--- config.mk ---
export PLATFORM = sky130hd
export DESIGN_NAME = mbr_resolver
export DESIGN_NICKNAME = d
export VERILOG_FILES = /design/src/rtl/mbr_pkg.sv /design/src/rtl/mbr_cmp_unit.sv /design/src/rtl/mbr_cond_bank.sv /design/src/rtl/mbr_slot_eval.sv /design/src/rtl/mbr_prio_pick.sv /design/src/rtl/mbr_resolver.sv
export SDC_FILE = /design/constraint.sdc
export NUM_CORES = 1
export LEC_CHECK = 0
export BUFFER_PORTS_ARGS = -buffer_cell sky130_fd_sc_hd__buf_4
export CORE_AREA = 4 4 135 137
export CTS_CLUSTER_SIZE = 40
export DETAILED_ROUTE_END_ITERATION = 6
export DIE_AREA = 0 0 139 141
export GPL_TIMING_DRIVEN = 0
export HOLD_SLACK_MARGIN = 0.1
export PLACE_DENSITY = 0.66
export REMOVE_ABC_BUFFERS = 1
export SKIP_LAST_GASP = 1
export SLEW_MARGIN = 20
export SYNTH_ARGS = -nofsm -noshare
export SYNTH_HDL_FRONTEND = slang
export SYNTH_SLANG_ARGS = --single-unit
--- constraint.sdc ---
create_clock -name clk -period 7.1 [get_ports clk]
set_input_delay 2.13 -clock clk [delete_from_list [all_inputs] [get_ports clk]]
set_output_delay 2.13 -clock clk [all_outputs]
set_load 0.1 [all_outputs]
--- src/rtl/mbr_pkg.sv ---
package mbr_pkg;

    // Default geometry of the resolver
    localparam int DEF_SLOTS   = 4;
    localparam int DEF_CONDS   = 16;
    localparam int DEF_CMPS    = 2;
    localparam int DEF_AW      = 32;
    localparam int DEF_DW      = 32;
    localparam int DEF_PC_STEP = 1;

    // Outcome of arbitration among branch slots
    typedef enum logic {
        RES_FALLTHROUGH = 1'b0,
        RES_BRANCH      = 1'b1
    } res_kind_e;

    // Width of an index into n items, never below one bit
    function automatic int idx_width(input int n);
        return (n > 1) ? $clog2(n) : 1;
    endfunction

endpackage

--- src/rtl/mbr_cmp_unit.sv ---
module mbr_cmp_unit #(
    parameter int DW = mbr_pkg::DEF_DW
) (
    input  logic [DW-1:0] op_a,
    input  logic [DW-1:0] op_b,
    output logic          equal
);
    assign equal = (op_a == op_b);
endmodule

--- src/rtl/mbr_cond_bank.sv ---
module mbr_cond_bank #(
    parameter int CONDS = mbr_pkg::DEF_CONDS,
    parameter int CMPS  = mbr_pkg::DEF_CMPS,
    parameter int DW    = mbr_pkg::DEF_DW,
    localparam int CW   = mbr_pkg::idx_width(CONDS)
) (
    input  logic                clk,
    input  logic                rst,
    input  logic [CMPS-1:0]     cmp_valid,
    input  logic [CMPS*CW-1:0]  cmp_dest,
    input  logic [CMPS*DW-1:0]  cmp_a,
    input  logic [CMPS*DW-1:0]  cmp_b,
    output logic [CONDS-1:0]    cond_q
);
    logic [CMPS-1:0]  port_eq;
    logic [CONDS-1:0] cond_d;

    // One comparator per compare port
    for (genvar p = 0; p < CMPS; p++) begin : g_cmp
        mbr_cmp_unit #(.DW(DW)) u_cmp (
            .op_a  (cmp_a[p*DW +: DW]),
            .op_b  (cmp_b[p*DW +: DW]),
            .equal (port_eq[p])
        );
    end

    // Walk ports from highest to lowest so the lowest port's write wins
    always_comb begin
        cond_d = cond_q;
        for (int p = CMPS - 1; p >= 0; p--) begin
            if (cmp_valid[p]) begin
                cond_d[cmp_dest[p*CW +: CW]] = port_eq[p];
            end
        end
    end

    always_ff @(posedge clk) begin
        if (rst) begin
            cond_q <= '0;
        end else begin
            cond_q <= cond_d;
        end
    end
endmodule

--- src/rtl/mbr_slot_eval.sv ---
module mbr_slot_eval #(
    parameter int SLOTS = mbr_pkg::DEF_SLOTS,
    parameter int CONDS = mbr_pkg::DEF_CONDS,
    localparam int CW   = mbr_pkg::idx_width(CONDS)
) (
    input  logic [CONDS-1:0]    cond_q,
    input  logic [SLOTS-1:0]    slot_valid,
    input  logic [SLOTS*CW-1:0] slot_sel,
    output logic [SLOTS-1:0]    slot_hit
);
    for (genvar i = 0; i < SLOTS; i++) begin : g_slot
        assign slot_hit[i] = slot_valid[i] & cond_q[slot_sel[i*CW +: CW]];
    end
endmodule

--- src/rtl/mbr_prio_pick.sv ---
module mbr_prio_pick #(
    parameter int SLOTS = mbr_pkg::DEF_SLOTS,
    localparam int SW   = mbr_pkg::idx_width(SLOTS)
) (
    input  logic [SLOTS-1:0]   slot_hit,
    output mbr_pkg::res_kind_e kind,
    output logic [SW-1:0]      win
);
    // The lowest index is visited last, so it overrides every later slot
    always_comb begin
        kind = mbr_pkg::RES_FALLTHROUGH;
        win  = '0;
        for (int i = SLOTS - 1; i >= 0; i--) begin
            if (slot_hit[i]) begin
                kind = mbr_pkg::RES_BRANCH;
                win  = SW'(i);
            end
        end
    end
endmodule

--- src/rtl/mbr_resolver.sv ---
module mbr_resolver #(
    parameter int SLOTS   = mbr_pkg::DEF_SLOTS,
    parameter int CONDS   = mbr_pkg::DEF_CONDS,
    parameter int CMPS    = mbr_pkg::DEF_CMPS,
    parameter int AW      = mbr_pkg::DEF_AW,
    parameter int DW      = mbr_pkg::DEF_DW,
    parameter int PC_STEP = mbr_pkg::DEF_PC_STEP,
    localparam int CW     = mbr_pkg::idx_width(CONDS),
    localparam int SW     = mbr_pkg::idx_width(SLOTS)
) (
    input  logic                clk,
    input  logic                rst,
    input  logic [CMPS-1:0]     cmp_valid,
    input  logic [CMPS*CW-1:0]  cmp_dest,
    input  logic [CMPS*DW-1:0]  cmp_a,
    input  logic [CMPS*DW-1:0]  cmp_b,
    input  logic [AW-1:0]       pc,
    input  logic [SLOTS-1:0]    slot_valid,
    input  logic [SLOTS*CW-1:0] slot_sel,
    input  logic [SLOTS*AW-1:0] slot_target,
    output logic [AW-1:0]       next_pc,
    output logic                br_taken,
    output logic [SW-1:0]       br_slot
);
    logic [CONDS-1:0]   cond_q;
    logic [SLOTS-1:0]   slot_hit;
    mbr_pkg::res_kind_e kind;
    logic [SW-1:0]      win;
    logic [AW-1:0]      seq_pc;

    mbr_cond_bank #(.CONDS(CONDS), .CMPS(CMPS), .DW(DW)) u_bank (
        .clk       (clk),
        .rst       (rst),
        .cmp_valid (cmp_valid),
        .cmp_dest  (cmp_dest),
        .cmp_a     (cmp_a),
        .cmp_b     (cmp_b),
        .cond_q    (cond_q)
    );

    mbr_slot_eval #(.SLOTS(SLOTS), .CONDS(CONDS)) u_eval (
        .cond_q     (cond_q),
        .slot_valid (slot_valid),
        .slot_sel   (slot_sel),
        .slot_hit   (slot_hit)
    );

    mbr_prio_pick #(.SLOTS(SLOTS)) u_pick (
        .slot_hit (slot_hit),
        .kind     (kind),
        .win      (win)
    );

    assign seq_pc   = pc + AW'(PC_STEP);
    assign br_taken = (kind == mbr_pkg::RES_BRANCH);
    assign br_slot  = win;
    assign next_pc  = br_taken ? slot_target[win*AW +: AW] : seq_pc;
endmodule

## After elaboration in Yosys (flattened, before gate mapping)

Index checks and enable logic that the tools add are counted.

- Add/subtract/negate cells: 1
- Multiplexer cells: 25
- Bitwise gates (word level): 4
- Reduce and logical (&&, ||, !) cells: 2
- Order comparisons: 8
- Shift-type cells: 1
- Equality and inequality tests: 2

Operator list:

| operator | number |
|---|---|
| 128-bit by 8-bit indexed part select with 32-bit output | 1 |
| 32-bit == test | 2 |
| 32-bit by 1-bit adder with 32-bit output, second input constant | 1 |
| 16-bit bitwise mux | 2 |
| 16-bit two-way mux | 2 |
| 32-bit two-way mux | 1 |
| 4-bit by 5-bit less-than comparator with 1-bit output, second input constant | 6 |
| 1-bit binary-select mux with 4-bit select | 4 |
| 1-bit two-way mux | 10 |
| 1-bit demux with 4-bit select | 2 |
| 4-bit by 1-bit greater-or-equal comparator with 1-bit output, second input constant | 2 |
| 2-bit two-way mux | 4 |
| 1-bit AND | 4 |
| 1-bit logical AND | 2 |

- Input bits: 320
- Logic and storage cells: 44
- Output and inout port bits: 35
- Register bits: 16

## Logic depth before layout (Yosys ltp)

- Depth in word-level cells: 9
- Gate-level depth with buffers: 12

## Cells and area by module

Synthesis repeated with hierarchy kept, for this count alone.

- Cells, all modules: 471
- Area, all modules: 4045.1 um^2

Modules (own cells, without submodules):

| module | seq. area each (um^2) | cells each | instances | area an instance (um^2) |
|---|---|---|---|---|
| mbr_resolver | 0.0 | 216 | 1 | 1805.5 |
| mbr_cond_bank | 320.3 | 96 | 1 | 912.1 |
| mbr_cmp_unit | 0.0 | 43 | 2 | 346.6 |
| mbr_slot_eval | 0.0 | 66 | 1 | 599.3 |
| mbr_prio_pick | 0.0 | 7 | 1 | 35.0 |

## Worst setup path after synthesis

No wires, ideal clock.

- Path type: input -> output
- Start point: input slot_sel[0]
- End point: output next_pc[18]
- Arrival time: 6840 ps
- Stages on the path: 10
- Setup slack: -1870 ps
- Path buffers: 2
- Data required time: 4970 ps
- Path through: buf_6 mux4_2 a2bb2oi_1 a32oi_4 o22ai_4 nor4_4 inv_2 clkbuf_1 o22ai_1 a211oi_1

- Elaborated cells on any way between the ends: 7

RTL lines:

| element | line | text |
|---|---|---|
| from (decl) | mbr_resolver.sv:19 | `input logic [SLOTS*CW-1:0] slot_sel,` |
| 1-bit binary-select mux with 4-bit select | mbr_slot_eval.sv:12 | `assign slot_hit[i] = slot_valid[i] & cond_q[slot_sel[i*CW +: CW]];` |
| 1-bit two-way mux (not written as such) | mbr_slot_eval.sv:12 |  |
| 1-bit AND | mbr_slot_eval.sv:12 |  |
| 1-bit two-way mux | mbr_prio_pick.sv:14 | `if (slot_hit[i]) begin` |
| net br_taken | mbr_resolver.sv:22 | `output logic br_taken,` |
| 32-bit two-way mux | mbr_resolver.sv:57 | `assign next_pc = br_taken ? slot_target[win*AW +: AW] : seq_pc;` |
| to (decl) | mbr_resolver.sv:21 | `output logic [AW-1:0] next_pc,` |

The timed path passes the listed nets, and every way through them passes these cells. The select of a mux whose other input is x is not followed.

## Worst setup path in the final report

- Start point: input slot_sel[0]
- End point: output next_pc[21]

- Word-level cells in the longest chain between the ends: 6
- Elaborated cells on any way between the ends: 7

RTL lines:

| element | line |
|---|---|
| 1-bit binary-select mux with 4-bit select (*) | mbr_slot_eval.sv:12 |
| 1-bit two-way mux (not written as such) (*) | mbr_slot_eval.sv:12 |
| 1-bit AND (*) | mbr_slot_eval.sv:12 |
| 2-bit two-way mux | mbr_prio_pick.sv:14 |
| 128-bit by 8-bit indexed part select with 32-bit output | mbr_resolver.sv:57 |
| 32-bit two-way mux (*) | mbr_resolver.sv:57 |

Every way passes the cells marked *; elsewhere a longest branch is shown, timed or not. The select of a mux whose other input is x is not followed.

==> results by group <==
Outcome
  • Status: finished clean

Power
  • Sw Ratio: 53.66%
  • Power Density: 129.3 nW/um^2
  • Clock power frac: 12.8%
  • VDD IR-drop max: 0.0001005 V
  • Total Power: 935.1 uW
  • Sequential power share: 9.7%
  • Switch Pwr: 501.8 uW
  • Leak pwr: 0.003306 uW
  • P_int: 433.3 uW
  • Comb pwr share: 77.5%

Clock network
  • Reg clk slew, reported paths: 50 ps
  • Clk_lat worst skew: 240 ps
  • Hold_buf cts: 0
  • CTS Buf Count: 3
  • CTS tree: yes
  • CTS H-tree depth: 1
  • Clock Tree Buf Depth: 2
  • Clock sink count: 16
  • Clock root buffer: clkbuf_16

Worst setup path
  • Critical Path Sink Type: primary output
  • Cells along the critical path: buf_4, mux4_2, a2bb2oi_1, a32oi_4, o22ai_4, a21o_4, inv_8, mux2i_1, a221oi_2, buf_4
  • Critical path launch point type: input pin
  • Crit path kind: in2out
  • Critical Path RT: 4970 ps
  • CP Data Arrival Time: 4900 ps
  • Crit path top cell by count: buf_4
  • Reg2reg path depth: 4
  • CP max stage delay: 510 ps
  • Family with the most delay on the worst path: compound AO/OA/AOI/OAI gates
  • Crit-path slowest cell: mux4_2
  • Max FO, Critical Path: 23
  • CP Depth: 10
  • CP bufs+invs: 3

Final layout
  • Largest Register: u_bank.cond_q
  • Max reg flops: 16
  • Area occupied by multi-input gates: 3671 um^2
  • Net count, final: 1223
  • Synthesis-to-layout area growth: 72.64%
  • Fraction of layout cells with a size suffix above 1: 44.84%
  • Filler cells: 1813
  • Storage cell area: 320.3 um^2
  • Biggest regs: u_bank.cond_q: 16 flops

Hold path
  • Worst Hold Class: reg2reg
  • WHS Path Cells: 2

Synth
  • Seq/Total Area, Yosys: 7.646%
  • Syn Std Cell Area: 4189 um^2
  • Netlist cell types: 59
  • Dominant synthesized flop cell: dfxtp_1
  • Yosys reg bits: 16
  • Synth top area share: 16.94%
  • Post-synth ARST share: 0%
  • Syn Inst Count: 563
  • Synthesized area per cell: 7.441 um^2
  • Top cells by area, synth: xor2_1 17%, mux2i_1 12%, dfxtp_1 7.6%, nor2_1 5.8%, a211oi_1 5.6%
  • Synth warn: 0
  • Post-synth EDFFs: 0
  • Area leader, netlist: xor2_1

Routing
  • Via count: 5770
  • Post-route ant nets: 0
  • Drt drc: 0
  • First-pass DRT Iterations: 5
  • Wirelength per Cell: 18.73 um
  • Total Routed Length: 21.15 mm
  • Initial DRC count: 279
  • Via density per instance: 5.111

STA
  • Achievable Freq: 0.1423 GHz
  • Rel. slew slack: 52.61%
  • Post-Route Skew: 0 ps
  • Actual slew at the worst max-slew pin: 705.4 ps
  • Period minus WS final: 7026 ps
  • Final Hold Viols: 0
  • Fin crit share: 98.95%
  • Hold Slack: 653.1 ps
  • Fin. max-slew vios: 0
  • RSZ-0062 raised after global routing: false
  • Final setup violation count: 0

Die
  • DIE AREA: 19600 um^2
  • Core area: 17060 um^2
  • Chip width: 139 um
  • Site Rows: 48
  • Die Span Y: 141 um
  • I/O pin total: 355
  • Initial Util: 24.56%

Job
  • Max_cap viols: 0

Global route
  • Gr usage total: 20.12%
  • Initial antenna violation count: 3
  • GR Overflow Total: 0
  • Pin count of the biggest net entering global routing: 24
  • First-pass GRT wire length: 31.66 mm
  • Number of global-route vias before repair: 5846

Placed design
  • RD Place Congestion: 0.8586
  • HPWL after DPL: 17.83 mm
  • IO buf count: 354
-- cell usage after synthesis, types with 4 or more instances --
cell       instances
nand4_1           13
a2bb2oi_1         12
nand2_1           35
and3_1             4
nand3_1           18
nor3_1             8
nand2b_1           7
o22ai_1           12
nor4_1            17
a21oi_1           14
xor2_1            81
buf_2              8
mux4_2             8
clkbuf_1          14
a22oi_1            4
a221oi_1           8
o21ai_0           23
mux2i_1           51
inv_1             22
nand3b_1           6
dfxtp_1           16
a211oi_1          31
xnor2_1           12
nor2b_1            5
mux2_2             4
nor2_1            65
o31ai_1            9
o41ai_1            9
-- cell type report --
class                      instances  share of cell area, %
antenna                            3                 0.1038
clock buffer                       4                  1.228
tap                              225                  3.893
sequential                        16                  4.429
multi-input combinational        492                  50.76
timing repair buffer             364                  38.10
inverter                          25                  1.488
-- kinds of logic (layout without fill, tap and decap cells) --
kind of cell	count (synthesis)	count (layout)	share of synthesized area, %
flops	16	16	7.646
other cells	0	3	0
xor+xnor	93	93	19.44
mux	64	64	17.83
compound gates	141	142	25.30
fa+ha+maj	1	1	0.2986
buf+inv	56	393	6.631
simple gates	192	192	22.85
-- timing repair --
action,4_1_cts,5_1_grt
buffers inserted,6,4
gates cloned,1,0
endpoints found under the setup margin,35,9
pin swaps,3,2
resized for setup,15,5
-- power by group through the flow --
stage / combinational (uW) / clock, uW / sequential [uW]
final: 725 / 120 / 90.3
after global routing: 759 / 126 / 90.2
after CTS: 719 / 122 / 90.3
after detailed placement: 703 / 0 / 92.1
after global placement: 700 / 0 / 92.1
after floorplan: 436 / 0 / 92.0
-- layer usage --
| layer | vias up | wire (um) | share of wire (%) | track usage, % |
|---|---|---|---|---|
| met4 | 0 | 416 | 2.0 | 5.252 |
| met3 | 24 | 1723 | 8.1 | 4.613 |
| met5 | - | 0 | 0 | 0 |
| met1 | 2676 | 7820 | 37 | 22.92 |
| met2 | 281 | 11190 | 53 | 37.77 |
| li1 | 2789 | - | - | - |
-- worst paths after layout --
| path | start | endpoint | slack [ps] |
|---|---|---|---|
| worst max-delay path | slot_sel[0] | next_pc[21] | 70 |
| worst min register to register | u_bank.cond_q[12]$_SDFF_PP0_ | u_bank.cond_q[12]$_SDFF_PP0_ | 650 |
| worst min-delay path | u_bank.cond_q[12]$_SDFF_PP0_ | u_bank.cond_q[12]$_SDFF_PP0_ | 650 |
| worst max register to register | u_bank.cond_q[5]$_SDFF_PP0_ | u_bank.cond_q[5]$_SDFF_PP0_ | 6100 |
-- layout by cell type, fill, tap and decap left out, types with 3 or more instances in the layout --
cell type,netlist,final
nor2b_1,5,5
o22ai_1,12,12
mux2i_1,51,51
and4_1,3,3
inv_1,22,21
buf_4,3,361
a221oi_1,8,7
nand2_1,35,35
nand3_1,18,18
o31ai_1,9,9
nand3b_1,6,6
nand4_1,13,13
xor2_1,81,81
o22a_1,3,3
diode_2,0,3
a2bb2oi_1,12,12
nor4_1,17,17
nor2_1,65,62
mux4_2,8,8
xnor2_1,12,12
and3_1,4,4
clkbuf_16,0,3
nor2_4,0,3
mux2_2,4,4
a211oi_1,31,31
a22oi_1,4,4
a21oi_1,14,14
dfxtp_1,16,16
nor3_1,8,7
or3_1,3,3
o21ai_0,23,23
o41ai_1,9,9
a221oi_2,2,3
nand2b_1,7,6
-- metrics by stage --
stage | instances | cell area, um^2 | setup TNS [ps] | worst slack, ps | util (%)
after floorplan | 532 | 4013 | -52580 | -2398 | -
after global placement | 1111 | 6952 | -35100 | -1668 | 40.76
after detailed placement | 1111 | 6953 | -24170 | -1200 | 40.76
after CTS | 1122 | 7161 | 0 | 61.99 | 41.98
after global routing | 1129 | 7232 | 0 | 5.982 | 42.40
final | 1129 | 7232 | 0 | 74.40 | 42.40
-- tightest hold or removal path, cell delays in order (launching register included) --
cell and delay [ps]:
dfxtp_1 370, mux2i_1 150, a211oi_1 90
No activity file was read; power rests on OpenSTA's default activity.
